[src/rtl/dls_pkg.sv]
package dls_pkg;

    localparam int ADV_W    = 5;
    localparam int ADV_STEP = 8;

    typedef enum logic {
        ST_ARMED,
        ST_SPENT
    } fire_st_e;

    // Load position in ticks; negative results clamp to the first tick.
    function automatic int load_pos(input int fs, input int sdiv, input int adv);
        int t;
        t = fs - sdiv - adv * ADV_STEP;
        return (t < 0) ? 0 : t;
    endfunction

endpackage

[src/rtl/dls_shadow.sv]
module dls_shadow #(
    parameter int W = dls_pkg::ADV_W
) (
    input  logic         clk,
    input  logic         rst,
    input  logic         dac_pwr,
    input  logic [W-1:0] adv_in,
    output logic [W-1:0] adv_q
);

    always_ff @(posedge clk) begin
        if (rst) begin
            adv_q <= '0;
        end else if (!dac_pwr) begin
            adv_q <= adv_in;
        end
    end

    p_hold_while_powered_r5: assert property (@(posedge clk) disable iff (rst)
        dac_pwr |=> $stable(adv_q));

endmodule

[src/rtl/dls_pos_cnt.sv]
module dls_pos_cnt #(
    parameter int INTV_LEN = 256,
    localparam int POS_W   = $clog2(INTV_LEN + 1)
) (
    input  logic             clk,
    input  logic             rst,
    input  logic             tick,
    input  logic             start,
    output logic [POS_W-1:0] cur_pos
);

    localparam logic [POS_W-1:0] POS_MAX = POS_W'(INTV_LEN);

    logic [POS_W-1:0] pos_q;

    assign cur_pos = start ? '0 : pos_q;

    always_ff @(posedge clk) begin
        if (rst) begin
            pos_q <= POS_MAX;
        end else if (tick && cur_pos != POS_MAX) begin
            pos_q <= cur_pos + 1'b1;
        end
    end

    p_restart_r9: assert property (@(posedge clk) disable iff (rst)
        (tick && start) |=> (pos_q == POS_W'(1)));

    p_hold_without_tick_r9: assert property (@(posedge clk) disable iff (rst)
        (!tick && !start) |=> $stable(pos_q));

endmodule

[src/rtl/dls_fire.sv]
module dls_fire #(
    parameter int POS_W = 9
) (
    input  logic             clk,
    input  logic             rst,
    input  logic             tick,
    input  logic             sclk_en,
    input  logic             start,
    input  logic             dac_pwr,
    input  logic [POS_W-1:0] cur_pos,
    input  logic [POS_W-1:0] target,
    input  logic [POS_W-1:0] latest,
    output logic             load
);
    import dls_pkg::*;

    fire_st_e st_q;
    logic     armed;
    logic     in_window;
    logic     fire;

    assign armed     = start || (st_q == ST_ARMED);
    assign in_window = (cur_pos >= target) && (cur_pos <= latest);
    assign fire      = tick && sclk_en && dac_pwr && armed && in_window;

    always_ff @(posedge clk) begin
        if (rst) begin
            st_q <= ST_SPENT;
            load <= 1'b0;
        end else begin
            load <= fire;
            if (fire) begin
                st_q <= ST_SPENT;
            end else if (tick && start) begin
                st_q <= ST_ARMED;
            end
        end
    end

    p_edge_aligned_r8: assert property (@(posedge clk) disable iff (rst)
        load |-> $past(tick && sclk_en));

    p_single_cycle_r8: assert property (@(posedge clk) disable iff (rst)
        load |=> !load);

endmodule

[src/rtl/dac_load_sched.sv]
module dac_load_sched #(
    parameter int INTV_LEN = 256,
    parameter int FS_POS   = 200,
    parameter int SCLK_DIV = 8
) (
    input  logic       clk,
    input  logic       rst,
    input  logic       mclk_en,
    input  logic       sclk_en,
    input  logic       intv_start,
    input  logic [4:0] adv_field,
    input  logic       dac_pwr,
    output logic       dac_load
);
    import dls_pkg::*;

    localparam int POS_W = $clog2(INTV_LEN + 1);
    localparam int BASE  = (FS_POS > SCLK_DIV) ? FS_POS - SCLK_DIV : 0;
    localparam logic [POS_W-1:0] LATEST = POS_W'(BASE);

    logic [ADV_W-1:0] adv_q;
    logic [POS_W-1:0] cur_pos;
    logic [POS_W-1:0] target;

    dls_shadow #(.W(ADV_W)) i_shadow (
        .clk     (clk),
        .rst     (rst),
        .dac_pwr (dac_pwr),
        .adv_in  (adv_field),
        .adv_q   (adv_q)
    );

    dls_pos_cnt #(.INTV_LEN(INTV_LEN)) i_pos (
        .clk     (clk),
        .rst     (rst),
        .tick    (mclk_en),
        .start   (intv_start),
        .cur_pos (cur_pos)
    );

    assign target = POS_W'(load_pos(FS_POS, SCLK_DIV, int'(adv_q)));

    dls_fire #(.POS_W(POS_W)) i_fire (
        .clk     (clk),
        .rst     (rst),
        .tick    (mclk_en),
        .sclk_en (sclk_en),
        .start   (intv_start),
        .dac_pwr (dac_pwr),
        .cur_pos (cur_pos),
        .target  (target),
        .latest  (LATEST),
        .load    (dac_load)
    );

    p_needs_power_r7: assert property (@(posedge clk) disable iff (rst)
        dac_load |-> $past(dac_pwr));

    p_not_after_base_r3: assert property (@(posedge clk) disable iff (rst)
        dac_load |-> ($past(cur_pos) <= LATEST));

endmodule

[config.mk]
export PLATFORM = sky130hd
export DESIGN_NAME = dac_load_sched
export DESIGN_NICKNAME = d
export VERILOG_FILES = /design/src/rtl/dls_pkg.sv /design/src/rtl/dls_shadow.sv /design/src/rtl/dls_pos_cnt.sv /design/src/rtl/dls_fire.sv /design/src/rtl/dac_load_sched.sv
export SDC_FILE = /design/constraint.sdc
export NUM_CORES = 1
export LEC_CHECK = 0
export ABC_AREA = 1
export CORE_UTILIZATION = 43
export CTS_CLUSTER_DIAMETER = 40
export DETAILED_ROUTE_END_ITERATION = 8
export SLEW_MARGIN = 20
export SYNTH_ARGS = -nofsm -noshare
export SYNTH_HDL_FRONTEND = slang
export SYNTH_SLANG_ARGS = --single-unit
export TNS_END_PERCENT = 1
[constraint.sdc]
create_clock -name clk -period 4.9 [get_ports clk]
set_input_delay 1.47 -clock clk [delete_from_list [all_inputs] [get_ports clk]]
set_output_delay 1.47 -clock clk [all_outputs]
set_load 0.01 [all_outputs]
==> results of run 1 <==
[where the power goes]
part           switching (mW)  internal (mW)  leakage (nW)
registers             0.00927          0.141         0.132
clock network          0.0463         0.0452        0.0210
logic                  0.0548         0.0381         0.504
[per-stage QoR]
step / util, % / power [mW] / hold WS [ns] / cells / area (um2)
detailed placement: 51.4 / 0.247 / 0.457 / 216 / 1280
floorplan: - / 0.223 / 0.435 / 178 / 1150
CTS: 52.9 / 0.339 / 0.485 / 220 / 1320
global route: 52.9 / 0.360 / 0.510 / 220 / 1320
global placement: 51.4 / 0.244 / 0.459 / 216 / 1280
finish: 52.9 / 0.335 / 0.480 / 220 / 1320
[metal layers]
layer	track usage [%]	up-vias
li1	-	585
met1	26.6	464
met2	31.9	9
met3	2.54	2
met4	7.89	0
met5	0	-
[worst max-delay path, cell delays in order]
cell,delay [ns]
sky130_fd_sc_hd__clkdlybuf4s50_1,0.47
sky130_fd_sc_hd__inv_4,0.17
sky130_fd_sc_hd__nand2_1,0.09
sky130_fd_sc_hd__inv_1,0.08
sky130_fd_sc_hd__ha_1,0.18
sky130_fd_sc_hd__nand2_1,0.08
sky130_fd_sc_hd__nor2_2,0.21
sky130_fd_sc_hd__nand2_1,0.07
sky130_fd_sc_hd__nand2_1,0.08
sky130_fd_sc_hd__clkinv_1,0.06
sky130_fd_sc_hd__nand3_1,0.06
sky130_fd_sc_hd__nand2_1,0.06
sky130_fd_sc_hd__nor2_1,0.09
[registers in the layout, indices dropped and copies added, names as in the netlist]
signal and cells:
i_shadow.adv_q 5, i_fire.st_q 1, i_fire.load 1, i_pos.pos_q 9
[cells in the final DEF, fill, tap and decap left out, types with 2 or more instances in the layout]
cell type                         count
sky130_fd_sc_hd__nor2_1              20
sky130_fd_sc_hd__nor2_4               2
sky130_fd_sc_hd__xor2_1               2
sky130_fd_sc_hd__clkinv_1             2
sky130_fd_sc_hd__a21oi_1              9
sky130_fd_sc_hd__nand2_4              3
sky130_fd_sc_hd__nor2_2               9
sky130_fd_sc_hd__inv_1               21
sky130_fd_sc_hd__ha_1                 8
sky130_fd_sc_hd__clkdlybuf4s50_1     11
sky130_fd_sc_hd__inv_4                2
sky130_fd_sc_hd__o21ai_0             10
sky130_fd_sc_hd__nand4_1              3
sky130_fd_sc_hd__dfxtp_1             16
sky130_fd_sc_hd__nand3_1             15
sky130_fd_sc_hd__clkbuf_4             3
sky130_fd_sc_hd__inv_2                2
sky130_fd_sc_hd__nand2_1             45
sky130_fd_sc_hd__nand2_2              3
[how the worst max path moves through the flow]
stage	cells after the start	to	slack (ns)	startpoint
after floorplan	11	i_pos.pos_q[8]	2.36	intv_start
after detailed placement	11	i_pos.pos_q[8]	1.65	intv_start
after CTS	12	i_pos.pos_q[8]	1.97	intv_start
final	13	i_pos.pos_q[4]	1.96	intv_start
after global routing	13	i_pos.pos_q[6]	1.79	intv_start
after global placement	11	i_fire.st_q	1.70	intv_start
[layout make-up]
cell class	instances	area, um2
Timing Repair Buffer	11	110
Clock buffer	4	36.3
Fill cell	257	1180
Sequential cell	16	320
Inverter	27	106
Multi-Input combinational cell	132	711
Tap cell	30	37.5
[logic make-up after synthesis]
family / Yosys count / synth area share [%]
xor gates and xnor gates: 2 / 1.52
DFF: 16 / 27.9
and+or+nand+nor: 102 / 42.9
buffers and inverters: 30 / 10.3
adders and majority gates: 8 / 8.71
AOI/OAI and AO/OA: 20 / 8.70
==> flow_metrics.tcl, run 1 <==
set metrics [dict create \
    critical_path_peak_fanout 10 \
    final_antenna_net_count 0 \
    cell_area_synth_um2 1150 \
    synth.top_cells.by_count "sky130_fd_sc_hd__nand2_1, sky130_fd_sc_hd__inv_1, sky130_fd_sc_hd__nor2_1, sky130_fd_sc_hd__dfxtp_1, sky130_fd_sc_hd__nand3_1" \
    yosys-top-cells-area "sky130_fd_sc_hd__dfxtp_1, sky130_fd_sc_hd__nand2_1, sky130_fd_sc_hd__ha_1" \
    post-route-drc-count 0 \
    ff2ff_path_depth 13 \
    finalHoldViolations 0 \
    grtUsageTotal_pct 19.9 \
    critical_path.startpoint_type "input port" \
    ys_async_sr_fraction_pct 0 \
    fp.dieW_um 53.7 \
    drt-vias-per-instance 4.82 \
    endpoint_kind "flip-flop" \
    worst_skew_pair.late_latency_ns 0.29 \
    hold_path.startpoint "i_fire.st_q" \
    setup.worst_path.class "input port to flip-flop" \
    yosysTopAreaCellShare_pct 27.9 \
    flow.area_growth_from_synthesis_pct 14.9 \
    worst_slack_ns 1.96 \
    drive_above_1_share_pct 14.2 \
    worst_slew_pin_slew_ns 0.443 \
    synth.net_count 197 \
    grt_max_degree 15 \
    antenna_cells_inserted 0 \
    grt_pass1_vias 940 \
    dpl.hpwl_um 1860 \
    vdd_ir_drop_max_mv 0.118 \
    report.final.setup_viol 0 \
    r2r_setup_slack_ns 3.12 \
    cts_num_sinks 16 \
    globalRouteOverflowTotal 0 \
    yosys_register_bits 16 \
    pre_cts_ws_ns 1.65 \
    num_io_pins 12 \
    routed-wl-met2_um 1100 \
    dr_total_vias 1060 \
    tritoncts.num_buffers 3 \
    wl_met1_um 1190 \
    critPathArrivalTime_ns 3.17 \
    ys_types 22 \
    cts_max_level 1 \
    antenna_violations_before_repair 0 \
    ys_seq_area_share_pct 27.9 \
    io_buffers 11 \
    detail_route.wirelength_um 2360 \
    power_density_nw_per_um2 253 \
    max_freq_mhz 341 \
    finish.net_count 210 \
    synth_flop_cell "sky130_fd_sc_hd__dfxtp_1" \
    worstPathRequired_ns 5.14 \
    top_layer "met4" \
    synthesis.instances 178 \
    netlist.top_cell.by_area "sky130_fd_sc_hd__dfxtp_1" \
    drt-initial-drc-count 16 \
    number_of_hold_repair_buffers_added_at_the_cts_stage 0 \
    grt_pass1_wl_um 4050 \
    fin_tns_setup_ns 0 \
    final.min_clock_period_ns 2.94 \
    core_um2 2500 \
    worstHoldPathCells 2 \
    cts_tree "done" \
    holdPathEnd "i_fire.st_q" \
    yosys_warnings 0 \
    initial_core_util_pct 46.0 \
    timing.slew.headroom_pct 70.4 \
    wl_met3_um 51 \
    fp_rows 18 \
    static-leakage-power_nw 0.657 \
    buffer_cell_driving_the_clock_tree_root "sky130_fd_sc_hd__clkbuf_4" \
    postCtsSetupBuffers 0 \
    clockBufferDepth 2 \
    post_cts_resized 0 \
    maxCapViolations 0 \
    timing.final.crit_share_pct 59.9 \
    post-synth-top-count-cell "sky130_fd_sc_hd__nand2_1" \
    avgSynthCellArea_um2 6.46 \
    grt_setup_unrepaired "false" \
    status "complete, no violations" \
    detail_route.wl_per_cell_um 10.7 \
    holdCritPathClass "flip-flop to flip-flop" \
    clk_transition_reported_paths_ns 0.10 \
    gp_routability_congestion 0.877 \
    die_height_um 53.7 \
    worst_r2r_startpoint "i_shadow.adv_q[0]" \
    timing.rr.end "i_fire.st_q" \
    detailedRoute.firstPassIterationCount 4 \
    number_of_slew_limit_violations_in_the_final_report 0 \
    clock-skew-final_ns 0.000605 \
    number_of_enable_flip_flop_cells_after_synthesis 0 \
    overall_die_area_um2 2880 \
]
No activity file was read; power rests on OpenSTA's default activity.
==> inputs of run 2 (changes only) <==
Clock period 4.9 ns to 3 ns, I/O delays scaled along.
==> run 2 against run 1 <==
  * Critical path depth unchanged
  * Core utilization fell by 0.55 points
  * Register-to-register slack got worse by 1.9 ns
  * Cell area down 1.0%
  * Sequential cell count is the same
  * Setup slack worse by 1.3 ns
  * Via count rose by 0.57%
  * Global-route usage decreased by 0.35 points
  * Worst hold slack better by 0.0016 ns
  * Routed wire length grew 0.21%
  * Clock skew up 0.00077 ns
  * Largest power group unchanged
  * Highest routed layer unchanged
==> flow_metrics.tcl, run 2 (synthesis gave the netlist of run 1 again) <==
set metrics [dict create \
    status "complete, no violations" \
    crit_path_top_delay_cell "sky130_fd_sc_hd__clkdlybuf4s50_1" \
    overall_die_area_um2 2880 \
    vdd_ir_drop_max_mv 0.193 \
    clock-skew-final_ns 0.00137 \
    tritoncts.num_buffers 3 \
    worst_path_largest_cell_delay_ns 0.47 \
    core_um2 2500 \
    number_of_slew_limit_violations_in_the_final_report 0 \
    critPathMostFrequentCell "sky130_fd_sc_hd__nand2_1" \
    drive_above_1_share_pct 13.8 \
    detail_route.wl_per_cell_um 10.8 \
    dr_total_vias 1066 \
    io_buffers 11 \
    report.final.setup_viol 0 \
    timing.final.crit_share_pct 79.2 \
    gp_routability_congestion 0.877 \
    max_freq_mhz 421 \
    endpoint_kind "flip-flop" \
    post-route-drc-count 0 \
    post_cts_resized 0 \
    layout_common_cells "sky130_fd_sc_hd__nand2_1, sky130_fd_sc_hd__inv_1, sky130_fd_sc_hd__nor2_1" \
    num_io_pins 12 \
    static-leakage-power_nw 0.650 \
    final_cell_count_no_fill 219 \
    holdCritPathClass "flip-flop to flip-flop" \
    clockBufferDepth 2 \
    final.min_clock_period_ns 2.38 \
    path_delay_family "buffers and inverters" \
    critPathArrivalTime_ns 2.60 \
    place_inst 216 \
    dpl.hpwl_um 1880 \
    setup.worst_path.class "input port to flip-flop" \
    path_buf_inv 4 \
    clk_transition_reported_paths_ns 0.10 \
    most_flop_heavy_register "i_pos.pos_q" \
    detail_route.wirelength_um 2360 \
    antenna_violations_before_repair 0 \
    flow.area_growth_from_synthesis_pct 13.7 \
    number_of_hold_repair_buffers_added_at_the_cts_stage 0 \
    grt_pass1_vias 910 \
    power_density_nw_per_um2 392 \
    cts_tree "done" \
    grt_max_degree 15 \
    globalRouteOverflowTotal 0 \
    antenna_cells_inserted 0 \
    worstPathRequired_ns 3.23 \
    grtUsageTotal_pct 19.5 \
    critical_path.startpoint_type "input port" \
    fp.dieW_um 53.7 \
    drt-vias-per-instance 4.87 \
    worst_slew_pin_slew_ns 0.435 \
    commonest_non_fill_non_tap_cell_in_the_layout "sky130_fd_sc_hd__nand2_1" \
    fill_cells 264 \
    critical_path_peak_fanout 10 \
    maxCapViolations 0 \
    cts_num_sinks 16 \
    finish.net_count 210 \
    die_height_um 53.7 \
    grt_setup_unrepaired "false" \
    final_antenna_net_count 0 \
    worstPathCellList "clkdlybuf4s50_1 > inv_4 > nand2_1 > inv_1 > ha_1 > nand2_1 > nor2_2 > nand2_1 > nand2_1 > clkinv_1 > nand3_1 > nand2_1 > nor2_1" \
    finalHoldViolations 0 \
    cts_max_level 1 \
    drt-initial-drc-count 24 \
    buffer_cell_driving_the_clock_tree_root "sky130_fd_sc_hd__clkbuf_4" \
    detailedRoute.firstPassIterationCount 4 \
    timing.slew.headroom_pct 71.0 \
    initial_core_util_pct 46.0 \
    worst_skew_pair.late_latency_ns 0.28 \
    fin_tns_setup_ns 0 \
    reg.largest.list "i_pos.pos_q: 9 flops, i_shadow.adv_q: 5 flops" \
    largest_register_ffs 9 \
    grt_pass1_wl_um 4000 \
    r2r_setup_slack_ns 1.23 \
    fp_rows 18 \
    postLayoutCoreUtil_pct 52.3 \
    postCtsSetupBuffers 0 \
]
[run 2: metal layers]
metal | global-route usage, % | part of all wire (%) | wire (um)
met1 | 26.7 | 50 | 1190
met2 | 30.5 | 47 | 1110
met3 | 2.54 | 2.0 | 47
met4 | 7.89 | 0.64 | 15
met5 | 0 | 0 | 0
[run 2: path summary, 6_finish.rpt]
| kind | startpoint | end | cells past startpoint |
|---|---|---|---|
| setup / recovery | intv_start | i_pos.pos_q[4] | 13 |
| hold / removal | i_fire.st_q | i_fire.st_q | 2 |
| setup reg to reg | i_shadow.adv_q[0] | i_fire.st_q | 13 |
| hold reg to reg | i_fire.st_q | i_fire.st_q | 2 |
[run 2: power breakdown]
| part | switching (mW) | total (mW) | leakage [nW] | internal, mW |
|---|---|---|---|---|
| clock | 0.0688 | 0.115 | 0.0138 | 0.0465 |
| combinational | 0.0892 | 0.151 | 0.504 | 0.0621 |
| sequential | 0.0154 | 0.246 | 0.132 | 0.230 |
[run 2: worst min-delay path, stage by stage, from the launching register on]
cell                      delay, ns
sky130_fd_sc_hd__dfxtp_1       0.34
sky130_fd_sc_hd__a21oi_1       0.07
sky130_fd_sc_hd__nand2_1       0.06
[run 2: layout make-up]
| type | instances | area (um2) | share of cell area (%) |
|---|---|---|---|
| inverter | 27 | 106 | 8.13 |
| multi-input combinational | 132 | 711 | 54.4 |
| timing repair buffer | 11 | 110 | 8.42 |
| tap | 30 | 37.5 | 2.87 |
| sequential | 16 | 320 | 24.5 |
| clock buffer | 3 | 22.5 | 1.72 |
[run 2: metrics by stage]
| stage | setup slack, ns | total power, mW | hold slack [ns] | instance area [um2] |
|---|---|---|---|---|
| final | 0.625 | 0.512 | 0.482 | 1310 |
| after global routing | 0.482 | 0.557 | 0.517 | 1310 |
| after CTS | 0.636 | 0.523 | 0.483 | 1310 |
| after detailed placement | 0.320 | 0.403 | 0.457 | 1280 |
| after global placement | 0.374 | 0.399 | 0.459 | 1280 |
| after floorplan | 1.03 | 0.364 | 0.435 | 1150 |
